File: config.mk
export PLATFORM = sky130hd
export DESIGN_NAME = centisecond_timer
export DESIGN_NICKNAME = d
export VERILOG_FILES = /design/src/rtl/centisecond_timer_pkg.sv /design/src/rtl/cs_prescaler.sv /design/src/rtl/wrap_counter.sv /design/src/rtl/centisecond_timer.sv
export SDC_FILE = /design/constraint.sdc
export NUM_CORES = 1
export LEC_CHECK = 0
export BUFFER_PORTS_ARGS = -buffer_cell sky130_fd_sc_hd__buf_2
export CAP_MARGIN = 0
export CORE_MARGIN = 4
export CORE_UTILIZATION = 45
export DETAILED_ROUTE_END_ITERATION = 8
export PLACE_DENSITY = 0.63
export SETUP_SLACK_MARGIN = 0.02
export SKIP_LAST_GASP = 1
export SYNTH_ARGS = -nofsm -noshare
export SYNTH_HDL_FRONTEND = slang
export SYNTH_SLANG_ARGS = --single-unit
File: constraint.sdc
create_clock -name clk -period 4.8 [get_ports clk]
set_input_delay 0 -clock clk [delete_from_list [all_inputs] [get_ports clk]]
set_output_delay 0 -clock clk [all_outputs]
set_load 0.1 [all_outputs]
File: src/rtl/centisecond_timer_pkg.sv
// Shared constants for the centisecond timer.
// Assumes: decimal fields counting 0..99 and a 100 MHz system clock by default.
package centisecond_timer_pkg;
    localparam int unsigned FIELD_MAX   = 99;
    localparam int unsigned CLK_PER_CS  = 1_000_000;
    localparam int unsigned FIELD_COUNT = 2;
endpackage

File: src/rtl/cs_prescaler.sv
// Divides the clock into a one-cycle advance pulse every DIV counting cycles.
// Assumes: the phase moves only while run is high, and clear restarts it at zero.
module cs_prescaler #(
    parameter int unsigned DIV = 1_000_000
) (
    input  logic clk,
    input  logic rst_n,
    input  logic run,
    input  logic clear,
    output logic tick
);
    localparam int unsigned PW = (DIV > 1) ? $clog2(DIV) : 1;
    localparam logic [PW-1:0] LAST = PW'(DIV - 1);

    logic [PW-1:0] phase;

    // Phase register: zero on reset or clear, step only while running.
    always_ff @(posedge clk) begin
        if (!rst_n || clear)
            phase <= '0;
        else if (run)
            phase <= (phase == LAST) ? '0 : phase + 1'b1;
    end

    // Advance pulse on the last phase of a running cycle.
    always_comb tick = run && !clear && (phase == LAST);


    phase_hold_chk: assert property (@(posedge clk) disable iff (!rst_n)
        (!run && !clear) |=> $stable(phase));

    phase_clear_chk: assert property (@(posedge clk) disable iff (!rst_n)
        clear |=> (phase == '0));

    phase_reset_chk: assert property (@(posedge clk)
        !rst_n |=> (phase == '0));
endmodule

File: src/rtl/wrap_counter.sv
// Modulo (MAX+1) counter that steps on adv and flags its own wrap.
// Assumes: clr takes priority over adv; wrap is combinational from adv.
module wrap_counter #(
    parameter int unsigned MAX = 99,
    localparam int unsigned W = $clog2(MAX + 1)
) (
    input  logic         clk,
    input  logic         rst_n,
    input  logic         clr,
    input  logic         adv,
    output logic [W-1:0] value,
    output logic         wrap
);
    localparam logic [W-1:0] TOP = W'(MAX);

    // Field register: zero on reset or clear, step or wrap on advance.
    always_ff @(posedge clk) begin
        if (!rst_n || clr)
            value <= '0;
        else if (adv)
            value <= (value == TOP) ? '0 : value + 1'b1;
    end

    // Carry out to the next field when advancing from the top value.
    always_comb wrap = adv && !clr && (value == TOP);


    range_chk: assert property (@(posedge clk) disable iff (!rst_n)
        value <= TOP);

    top_wrap_chk: assert property (@(posedge clk) disable iff (!rst_n)
        (adv && !clr && value == TOP) |=> (value == '0));
endmodule

File: src/rtl/centisecond_timer.sv
// Elapsed-time counter: prescaler followed by a chain of modulo-100 fields.
// Assumes: field 0 is hundredths and field 1 is seconds; clear outranks run.
module centisecond_timer #(
    parameter int unsigned DIV = centisecond_timer_pkg::CLK_PER_CS
) (
    input  logic       clk,
    input  logic       rst_n,
    input  logic       run,
    input  logic       clear,
    output logic [6:0] count_sec,
    output logic [6:0] count_cs
);
    import centisecond_timer_pkg::*;

    localparam int unsigned NF = FIELD_COUNT;
    localparam int unsigned FW = $clog2(FIELD_MAX + 1);

    logic          tick;
    logic [NF-1:0] adv;
    logic [NF-1:0] wrap;
    logic [FW-1:0] field [NF];

    cs_prescaler #(.DIV(DIV)) u_pre (
        .clk(clk), .rst_n(rst_n), .run(run), .clear(clear), .tick(tick)
    );

    // Cascade: each field advances on the wrap of the one below it.
    for (genvar i = 0; i < NF; i++) begin : g_field
        if (i == 0) begin : g_first
            assign adv[i] = tick;
        end else begin : g_next
            assign adv[i] = wrap[i-1];
        end
        wrap_counter #(.MAX(FIELD_MAX)) u_fld (
            .clk(clk), .rst_n(rst_n), .clr(clear), .adv(adv[i]),
            .value(field[i]), .wrap(wrap[i])
        );
    end

    // Field outputs.
    always_comb begin
        count_cs  = field[0];
        count_sec = field[1];
    end


    carry_align_chk: assert property (@(posedge clk) disable iff (!rst_n)
        ($past(rst_n) && !$past(clear) && (count_sec != $past(count_sec)))
        |-> ($past(count_cs) == 7'd99 && count_cs == 7'd0));

    hold_chk: assert property (@(posedge clk) disable iff (!rst_n)
        (!run && !clear) |=> ($stable(count_cs) && $stable(count_sec)));

    clear_prio_chk: assert property (@(posedge clk) disable iff (!rst_n)
        (clear && run) |=> (count_cs == 7'd0 && count_sec == 7'd0));

    full_wrap_chk: assert property (@(posedge clk) disable iff (!rst_n)
        wrap[NF-1] |=> (count_cs == 7'd0 && count_sec == 7'd0));

    reset_chk: assert property (@(posedge clk)
        !rst_n |=> (count_cs == 7'd0 && count_sec == 7'd0));
endmodule

==> impl_metrics.tcl <==
set metrics [dict create \
    required_ns 4.94 \
    synthArstFlopShare_pct 0 \
    min_path_type "input port to register" \
    placed_cell_area_um2 1890 \
    pre_cts_ws_ns 2.67 \
    cts_root_buffer "clkbuf_8" \
    synth_edf_count 0 \
    netlist_area_um2 1780 \
    layout_common_cells "dfxtp_1, nor2_1, buf_2, nand2_1, a21oi_1" \
    p_clk_share_pct 45.5 \
    ios 18 \
    synth_nets 206 \
    r2r_end "u_pre.phase[5]" \
    core_area_um2 3740 \
    final_layout_size_suffix_gt1_share_pct 17.9 \
    detail_route.wl_per_cell_um 14.7 \
    drv_slew 0 \
    fin_util_pct 53.3 \
    worstSetupPathType "register to register" \
    cts.sinks 34 \
    p_per_area_nw_per_um2 270 \
    yosys_register_bits 34 \
    min_period_ns 2.16 \
    post-route-drc-count 0 \
    clkTransAtPathRegs_ns 0.07 \
    finalHoldViolations 0 \
    tns_ns 0 \
    rsz0062_at_grt "false" \
    vias_per_cell 6.03 \
    drtIter0Drc 102 \
    whs_path_depth 3 \
    first_global_vias 1504 \
    p_comb_share_pct 2.0 \
    dpl.hpwl_um 2750 \
    dpl.cell_count 258 \
    p_sw_share_pct 20.2 \
    fmax_mhz 464 \
    syn_to_final_growth_pct 12.5 \
    die_h_um 70.8 \
    holdPathEnd "u_pre.phase[1]" \
    grt_pass1_wl_um 6640 \
    track_usage_pct 16.1 \
    die_w_um 70.8 \
    startpoint_type "register" \
    finalSetupViolCount 0 \
    cp_max_fo 19 \
    ys_warn_count 0 \
    slew-limit-headroom_pct 47.5 \
    finalPower_mw 0.540 \
    reg2reg_slack_ns 2.64 \
    die_area_um2 5010 \
    critPathArrivalTime_ns 2.30 \
    final_common_cell "dfxtp_1" \
    r2r_cells 4 \
    layout_setup_ws_ns 2.64 \
    p_int_mw 0.430 \
    ctsResizeCount 0 \
    portBuffers 17 \
    p_sw_mw 0.109 \
    antenna_left 0 \
    antenna_found_initial 0 \
    cts_tree "yes" \
    holdCritStartpoint "run" \
    final_nets 224 \
    post-cts-setup-buffer-count 0 \
    r2r_start "u_pre.phase[6]" \
    post_layout_nonfiller_instances 266 \
    postRouteWirelength_um 3910 \
    h-tree-depth 2 \
    post-route-period-util_pct 44.9 \
    antenna_cells 0 \
    status "completed" \
    clk_latency_ns 0.29 \
    p_leak_nw 0.697 \
    grt_max_degree 20 \
    drt-pass1-iter-count 4 \
    seq_power_share_pct 52.5 \
    cp-end-kind "register" \
    syn_inst 199 \
    synth_cell_type_count 49 \
    drv_cap 0 \
    syn_avg_cell_area_um2 8.92 \
    initial_core_util_pct 47.4 \
    num_vias 1604 \
    synth_ff_type "dfxtp_1" \
    grt-ovfl-total 0 \
    ys_seq_area_share_pct 38.3 \
    tightest_slew_ns 0.787 \
    fin_area_um2 2000 \
    num-fill-cells 362 \
    place.gp.congestion 0.914 \
    peakVddDrop_mv 0.158 \
    cts_buffer_depth 2 \
    hold_buffers 0 \
    skew_ns 0.00402 \
    rows 22 \
    cts_made_buffers 5 \
    timing.hold.ws_ns 0.0622 \
]
==> final cells by class <==
type / count / area (µm²) / share of cell area [%]
clock buffer: 8 / 110 / 5.51
inverter: 6 / 22.5 / 1.13
multi-input combinational: 153 / 1040 / 52.0
sequential: 34 / 681 / 34.1
tap: 48 / 60.1 / 3.01
timing repair buffer: 17 / 85.1 / 4.26
==> registers in the layout, indices dropped and copies added (netlist names) <==
register             count
u_pre.phase             20
g_field.u_fld.value     14
==> power groups by stage <==
stage / Sequential (mW) / Clock (mW) / Combinational, mW
floorplan: 0.290 / 0 / 0.00708
global placement: 0.290 / 0 / 0.0105
detailed placement: 0.290 / 0 / 0.0109
CTS: 0.283 / 0.251 / 0.0110
global route: 0.283 / 0.263 / 0.0119
finish: 0.283 / 0.245 / 0.0110
==> critical path, cell delays in order (launching register included) <==
cell,delay [ns]
dfxtp_1,0.36
nor4_2,0.34
nand4b_2,0.42
o21ai_2,0.78
nor2_1,0.12
==> kinds of logic after synthesis <==
kind of cell,after synthesis,share of synthesized area (%)
AO/OA/AOI/OAI,41,15.6
XOR/XNOR,14,6.91
adder cells (fa/ha/maj),3,2.11
buffers and inverters,12,3.17
flip-flops,34,38.3
multiplexers,1,0.564
AND/OR/NAND/NOR,94,33.3
==> cell usage after synthesis (5+ instances only) <==
master	count	area (µm²)
nand3_1	8	40.0
inv_1	6	22.5
a21oi_1	12	60.1
nand2_1	12	45.0
nand4_1	6	37.5
xnor2_1	10	87.6
nor2_1	21	78.8
o21ai_0	11	55.1
dfxtp_1	34	681
or3_1	5	31.3
==> routing by layer <==
layer	global-route usage, %	part of all wire (%)
met5	0	0
met1	20.8	46
met3	4.55	4.6
met4	7.52	1.3
met2	24.6	48
==> worst max-delay path by stage <==
stage          cells past startpoint                 startpoint  slack (ns)                   endpoint
5_1_grt                            4             u_pre.phase[6]        2.44             u_pre.phase[9]
2_1_floorplan                      5  g_field[0].u_fld.value[1]        2.22  g_field[1].u_fld.value[3]
6_report                           4             u_pre.phase[6]        2.64             u_pre.phase[5]
3_3_place_gp                       5  g_field[0].u_fld.value[0]        2.70  g_field[1].u_fld.value[3]
3_5_place_dp                       5  g_field[0].u_fld.value[0]        2.67  g_field[1].u_fld.value[3]
4_1_cts                            5  g_field[0].u_fld.value[0]        2.66  g_field[1].u_fld.value[3]
No activity file was read; power rests on OpenSTA's default activity.
